`src/rtl/ddr_fmt_pkg.sv`:
```
`timescale 1ns/1ps
// Package: ddr_fmt_pkg
// Shared types for the dual-channel DDR lane formatter.
// Assumes the sample width is even, so that bit pairs fill whole lanes.
package ddr_fmt_pkg;

    // Lane mapping selector; value 0 is the mapping held through reset.
    typedef enum logic {
        MAP_SHARED = 1'b0,   // one bit position per lane, A then B
        MAP_SPLIT  = 1'b1    // one lane group per channel, even then odd bit
    } map_mode_e;

endpackage

```
`src/rtl/ddr_phase_ctrl.sv`:
```
`timescale 1ns/1ps
// Module: ddr_phase_ctrl
// Tracks which half of a forwarded-clock period the next bit-clock edge
// belongs to. cap_en is high for the edge that opens a new period.
// Assumes a synchronous active-low reset; the first edge after release
// opens a period.
module ddr_phase_ctrl (
    input  logic clk,
    input  logic rst_n,
    output logic cap_en,
    output logic first_half
);

    logic phase_q;

    // Purpose: toggle the half-period marker on every edge.
    always_ff @(posedge clk) begin
        if (!rst_n) begin
            phase_q <= 1'b0;
        end else begin
            phase_q <= ~phase_q;
        end
    end

    // Purpose: decode the boundary and first-phase strobes.
    always_comb begin
        cap_en     = ~phase_q;
        first_half = phase_q;
    end

    // capture edges alternate with non-capture edges
    a_r4_capture_alternates: assert property (@(posedge clk) disable iff (!rst_n)
        cap_en |=> !cap_en);

endmodule

```
`src/rtl/sample_capture.sv`:
```
`timescale 1ns/1ps
// Module: sample_capture
// Registers both channel samples and the mode select on the same edge,
// and only at a period boundary. Everything downstream therefore belongs
// to one sampling instant and one mapping.
// Assumes cap_en is high on every second edge.
module sample_capture
    import ddr_fmt_pkg::*;
#(
    parameter int SAMPLE_W = 12
) (
    input  logic                clk,
    input  logic                rst_n,
    input  logic                cap_en,
    input  logic [SAMPLE_W-1:0] samp_a,
    input  logic [SAMPLE_W-1:0] samp_b,
    input  logic                mode_sel,
    output logic [SAMPLE_W-1:0] a_q,
    output logic [SAMPLE_W-1:0] b_q,
    output map_mode_e           mode_q
);

    // Purpose: take both samples and the mapping together at a boundary.
    always_ff @(posedge clk) begin
        if (!rst_n) begin
            a_q    <= '0;
            b_q    <= '0;
            mode_q <= MAP_SHARED;
        end else if (cap_en) begin
            a_q    <= samp_a;
            b_q    <= samp_b;
            mode_q <= map_mode_e'(mode_sel);
        end
    end

    // samples are untouched by non-boundary edges
    a_r4_samples_hold: assert property (@(posedge clk) disable iff (!rst_n)
        !cap_en |=> ($stable(a_q) && $stable(b_q)));

    // mapping only changes at a boundary
    a_r7_mode_hold: assert property (@(posedge clk) disable iff (!rst_n)
        !cap_en |=> $stable(mode_q));

endmodule

```
`src/rtl/lane_mapper.sv`:
```
`timescale 1ns/1ps
// Module: lane_mapper
// Builds the first-phase and second-phase lane words from the captured
// samples. Both mappings are built in parallel and the captured mode
// picks one of them.
// Assumes SAMPLE_W is even; lane count equals the sample width.
module lane_mapper
    import ddr_fmt_pkg::*;
#(
    parameter int SAMPLE_W = 12
) (
    input  logic [SAMPLE_W-1:0] a_q,
    input  logic [SAMPLE_W-1:0] b_q,
    input  map_mode_e           mode_q,
    output logic [SAMPLE_W-1:0] rise_word,
    output logic [SAMPLE_W-1:0] fall_word
);

    localparam int LANES     = SAMPLE_W;
    localparam int GRP_LANES = LANES / 2;

    logic [LANES-1:0] sh_rise, sh_fall;
    logic [LANES-1:0] sp_rise, sp_fall;

    // Shared-lane mapping: lane n carries bit n of A, then bit n of B.
    for (genvar n = 0; n < LANES; n++) begin : g_shared
        assign sh_rise[n] = a_q[n];
        assign sh_fall[n] = b_q[n];
    end

    // Split-lane mapping: A on the lower group, B on the upper group,
    // even bit in the first phase and odd bit in the second.
    for (genvar k = 0; k < GRP_LANES; k++) begin : g_split
        assign sp_rise[k]             = a_q[2*k];
        assign sp_fall[k]             = a_q[2*k+1];
        assign sp_rise[GRP_LANES + k] = b_q[2*k];
        assign sp_fall[GRP_LANES + k] = b_q[2*k+1];
    end

    // Purpose: pick the active mapping.
    always_comb begin
        if (mode_q == MAP_SPLIT) begin
            rise_word = sp_rise;
            fall_word = sp_fall;
        end else begin
            rise_word = sh_rise;
            fall_word = sh_fall;
        end
    end

endmodule

```
`src/rtl/ddr_lane_mux.sv`:
```
`timescale 1ns/1ps
// Module: ddr_lane_mux
// Synchronous DDR output stage. On the edge after a capture it drives the
// first-phase word and raises dco. On the next edge it drives the
// second-phase word and lowers dco. Each level lasts one bit-clock cycle.
// Assumes the words are stable for the whole period.
module ddr_lane_mux #(
    parameter int LANES = 12
) (
    input  logic             clk,
    input  logic             rst_n,
    input  logic             first_half,
    input  logic [LANES-1:0] rise_word,
    input  logic [LANES-1:0] fall_word,
    output logic [LANES-1:0] lane_out,
    output logic             dco
);

    // Purpose: register the phase word and the forwarded clock level.
    always_ff @(posedge clk) begin
        if (!rst_n) begin
            lane_out <= '0;
            dco      <= 1'b0;
        end else if (first_half) begin
            lane_out <= rise_word;
            dco      <= 1'b1;
        end else begin
            lane_out <= fall_word;
            dco      <= 1'b0;
        end
    end

    // dco high lasts exactly one cycle
    a_r5_dco_one_cycle: assert property (@(posedge clk) disable iff (!rst_n)
        dco |=> !dco);

    // first-phase word appears with dco high
    a_r6_rise_lane: assert property (@(posedge clk) disable iff (!rst_n)
        first_half |=> (dco && lane_out == $past(rise_word)));

    // second-phase word appears with dco low
    a_r6_fall_lane: assert property (@(posedge clk) disable iff (!rst_n)
        !first_half |=> (!dco && lane_out == $past(fall_word)));

endmodule

```
`src/rtl/ddr_lane_formatter.sv`:
```
`timescale 1ns/1ps
// Module: ddr_lane_formatter (top)
// Dual-channel DDR lane formatter. It captures A/B samples at each period
// boundary, maps them to lanes in the selected mode, and drives the lanes
// plus a forwarded clock at double data rate.
// Assumes clk runs at twice the sample rate; reset is synchronous, active low.
module ddr_lane_formatter
    import ddr_fmt_pkg::*;
#(
    parameter int SAMPLE_W = 12
) (
    input  logic                clk,
    input  logic                rst_n,
    input  logic                mode_sel,
    input  logic [SAMPLE_W-1:0] samp_a,
    input  logic [SAMPLE_W-1:0] samp_b,
    output logic [SAMPLE_W-1:0] rise_word,
    output logic [SAMPLE_W-1:0] fall_word,
    output logic                dco,
    output logic [SAMPLE_W-1:0] lane_out
);

    localparam int LANES = SAMPLE_W;

    logic                cap_en;
    logic                first_half;
    logic [SAMPLE_W-1:0] a_q, b_q;
    map_mode_e           mode_q;

    ddr_phase_ctrl u_phase (
        .clk        (clk),
        .rst_n      (rst_n),
        .cap_en     (cap_en),
        .first_half (first_half)
    );

    sample_capture #(.SAMPLE_W(SAMPLE_W)) u_capture (
        .clk      (clk),
        .rst_n    (rst_n),
        .cap_en   (cap_en),
        .samp_a   (samp_a),
        .samp_b   (samp_b),
        .mode_sel (mode_sel),
        .a_q      (a_q),
        .b_q      (b_q),
        .mode_q   (mode_q)
    );

    lane_mapper #(.SAMPLE_W(SAMPLE_W)) u_mapper (
        .a_q       (a_q),
        .b_q       (b_q),
        .mode_q    (mode_q),
        .rise_word (rise_word),
        .fall_word (fall_word)
    );

    ddr_lane_mux #(.LANES(LANES)) u_mux (
        .clk        (clk),
        .rst_n      (rst_n),
        .first_half (first_half),
        .rise_word  (rise_word),
        .fall_word  (fall_word),
        .lane_out   (lane_out),
        .dco        (dco)
    );

endmodule

```
`config.mk`:
```
export PLATFORM = sky130hd
export DESIGN_NAME = ddr_lane_formatter
export DESIGN_NICKNAME = d
export VERILOG_FILES = /design/src/rtl/ddr_fmt_pkg.sv /design/src/rtl/ddr_phase_ctrl.sv /design/src/rtl/sample_capture.sv /design/src/rtl/lane_mapper.sv /design/src/rtl/ddr_lane_mux.sv /design/src/rtl/ddr_lane_formatter.sv
export SDC_FILE = /design/constraint.sdc
export NUM_CORES = 1
export LEC_CHECK = 0
export BUFFER_PORTS_ARGS = -buffer_cell sky130_fd_sc_hd__buf_2
export CAP_MARGIN = 20
export CORE_MARGIN = 2
export CORE_UTILIZATION = 31
export DETAILED_ROUTE_END_ITERATION = 10
export PLACE_DENSITY = 0.54
export SLEW_MARGIN = 15
export SYNTH_ARGS = -nofsm -noshare
export SYNTH_HDL_FRONTEND = slang
export SYNTH_SLANG_ARGS = --single-unit
```
`constraint.sdc`:
```
create_clock -name clk -period 3.3 [get_ports clk]
set_input_delay 0.66 -clock clk [delete_from_list [all_inputs] [get_ports clk]]
set_output_delay 0.66 -clock clk [all_outputs]
set_load 0.02 [all_outputs]
```
==> flow_summary.ini <==
[run_status]
status = completed

[run]
maxCapViolCount = 0

[power]
power_leakage_nw = 1.13
clkPwrFrac_pct = 32.8
p_switching_uw = 308
p_comb_share_pct = 18.7
p_sw_share_pct = 28.2
power_frac_seq_pct = 48.5
ir_drop_mv = 0.218
power.density_nw_per_um2 = 511
p_int_uw = 782

[timing]
fin_ws_ns = 0.829
finalSetupTns_ns = 0
fin_crit_sh_pct = 74.9
hold_violations = 0
finClkSkew_ns = 0.00479
setup_violations = 0
fin_crit_ns = 2.47
fmaxAchievable_ghz = 0.405
relSlewSlack_pct = 65.5
report.final.slew_viol_count = 0
rsz0062_at_grt = false
worst-slew-pin-transition_ns = 0.517
fin_hold_ws_ns = 0.543

[floorplanning]
die_y_um = 78.5
core_area_um2 = 5440
die_x_um = 78.5
dieArea_um2 = 6170
start_util_pct = 31.7
rows = 27
io_pins = 64

[detailed_routing]
viasPerCell = 4.23
ant_nets = 0
wl_um = 3750
dr_total_vias = 1243
wl_per_cell_um = 12.7
drtIter0Drc = 56
dr.pass1.iters = 4
drc_errors = 0

[place]
port_buffers = 63
dp.cells = 286
place.gp.congestion = 0.718
dp_hpwl_um = 2800
place_ws_ns = 1.12

[cts]
clock_latency_ns = 0.29
cts.repair.resized = 0
clockBufferDepth = 2
clkTransAtPathRegs_ns = 0.08
numCtsBuffers = 5
cts_tree = yes
clock_sinks = 39
hold_buffers = 0
post_cts_buffers = 0
htree_levels = 2
root_buffer = clkbuf_8

[cells_and_area]
seqCellArea_um2 = 782
drive_gt1_share_pct = 34.2
final_cells = 294
area_delta_synth_final_pct = 23.8
multi_input_area_um2 = 746
fillers = 574
insertedDiodeCount = 0
final_util_pct = 39.2
finalNetCount = 248

[worst_setup_path]
cp.arrival_ns = 1.81
cp_max_fo = 16
cp-start-kind = register
end_kind = output pin
crit_type = register to output pin
regToRegSetupSlack_ns = 1.73
required_ns = 2.64

[synthesis]
yosys_warnings = 0
yosysSeqAreaShare_pct = 45.3
syn_avg_cell_area_um2 = 10.6
synthCells = 163
netlist_area_um2 = 1720
synth_seq_cells = 39
syn_nets = 190
synth_cell_types = 15

[global_route]
grt_pass1_vias = 1235
antenna_found_initial = 0
grt_start_max_net_pins = 31
grt_pass1_wl_um = 6060
track_usage_pct = 12.9
overflow = 0

[hold_path]
hp-class = register to register
[Yosys cell counts, drive strengths merged]
master	count	area share, %
mux2	2	1.7
inv	22	4.8
dfxtp	39	45
clkbuf	2	0.44
o22ai	10	3.6
mux2i	45	26
nand2	1	0.36
nand2b	2	0.73
and3b	1	0.51
a31o	1	0.51
buf	12	6.1
o211a	1	0.58
nor2b	25	9.1
[state kept, by name (all words and copies together) (netlist names)]
name	count
u_capture.a_q	12
u_capture.b_q	12
u_phase.first_half	1
u_mux.dco	1
u_mux.lane_out	12
u_capture.mode_q	1
[power groups by stage]
stage | Combinational [mW] | Clock [mW] | Sequential (mW)
3_5_place_dp | 0.206 | 0 | 0.540
3_3_place_gp | 0.206 | 0 | 0.540
6_report | 0.203 | 0.358 | 0.528
5_1_grt | 0.223 | 0.389 | 0.533
2_1_floorplan | 0.146 | 0 | 0.541
4_1_cts | 0.207 | 0.368 | 0.529
[cell type report]
class | instances | share of cell area, %
Timing Repair Buffer | 65 | 15.5
Multi-Input combinational cell | 88 | 35.0
Tap cell | 72 | 4.23
Inverter | 22 | 3.88
Sequential cell | 39 | 36.7
Clock buffer | 8 | 4.70
[worst paths after layout]
path,cells past startpoint,endpoint,from
min reg2reg,2,u_capture.b_q[11]$_SDFFE_PN0N_,u_capture.b_q[11]$_SDFFE_PN0N_
min,2,u_capture.b_q[11]$_SDFFE_PN0N_,u_capture.b_q[11]$_SDFFE_PN0N_
max reg2reg,3,u_mux.lane_out[0]$_SDFF_PN0_,u_capture.mode_q$_SDFFE_PN0N_
max,4,rise_word[3],u_capture.mode_q$_SDFFE_PN0N_
[cells by family (layout without fill, tap and decap cells)]
group / count (synthesis) / after routing / synth area share (%)
DFF: 39 / 39 / 45.3
muxes: 47 / 47 / 27.9
AOI/OAI and AO/OA: 12 / 12 / 4.72
and+or+nand+nor: 29 / 29 / 10.7
buffers and inverters: 36 / 95 / 11.3
[worst max-delay path, cell delays in order (launching register included)]
cell	delay, ns
dfxtp_1	0.57
buf_4	0.35
mux2i_1	0.36
inv_1	0.08
buf_2	0.16
[layout by cell type, fill, tap and decap left out]
cell type and instances:
o22ai_1 10, nor2b_1 25, mux2i_1 45, buf_4 2, clkbuf_8 7, mux2_4 2
buf_2 63, nand2_2 1, and3b_1 1, dfxtp_2 1, a31o_1 1, dfxtp_1 38
o211a_1 1, nand2b_1 2, clkbuf_1 1, inv_1 22
[layer usage]
metal  vias up  share of wire, %  track usage, %
li1        644                 -               -
met1       562                46            17.0
met2        35                47            19.8
met3         2               5.8            4.02
met4         0              0.43            4.21
met5         -                 0               0
[stage by stage]
stage	instance area [µm²]	power (mW)
floorplan	1720	0.686
global placement	2030	0.746
global route	2130	1.15
finish	2130	1.09
CTS	2130	1.10
detailed placement	2030	0.747
No activity file was read; power rests on OpenSTA's default activity.
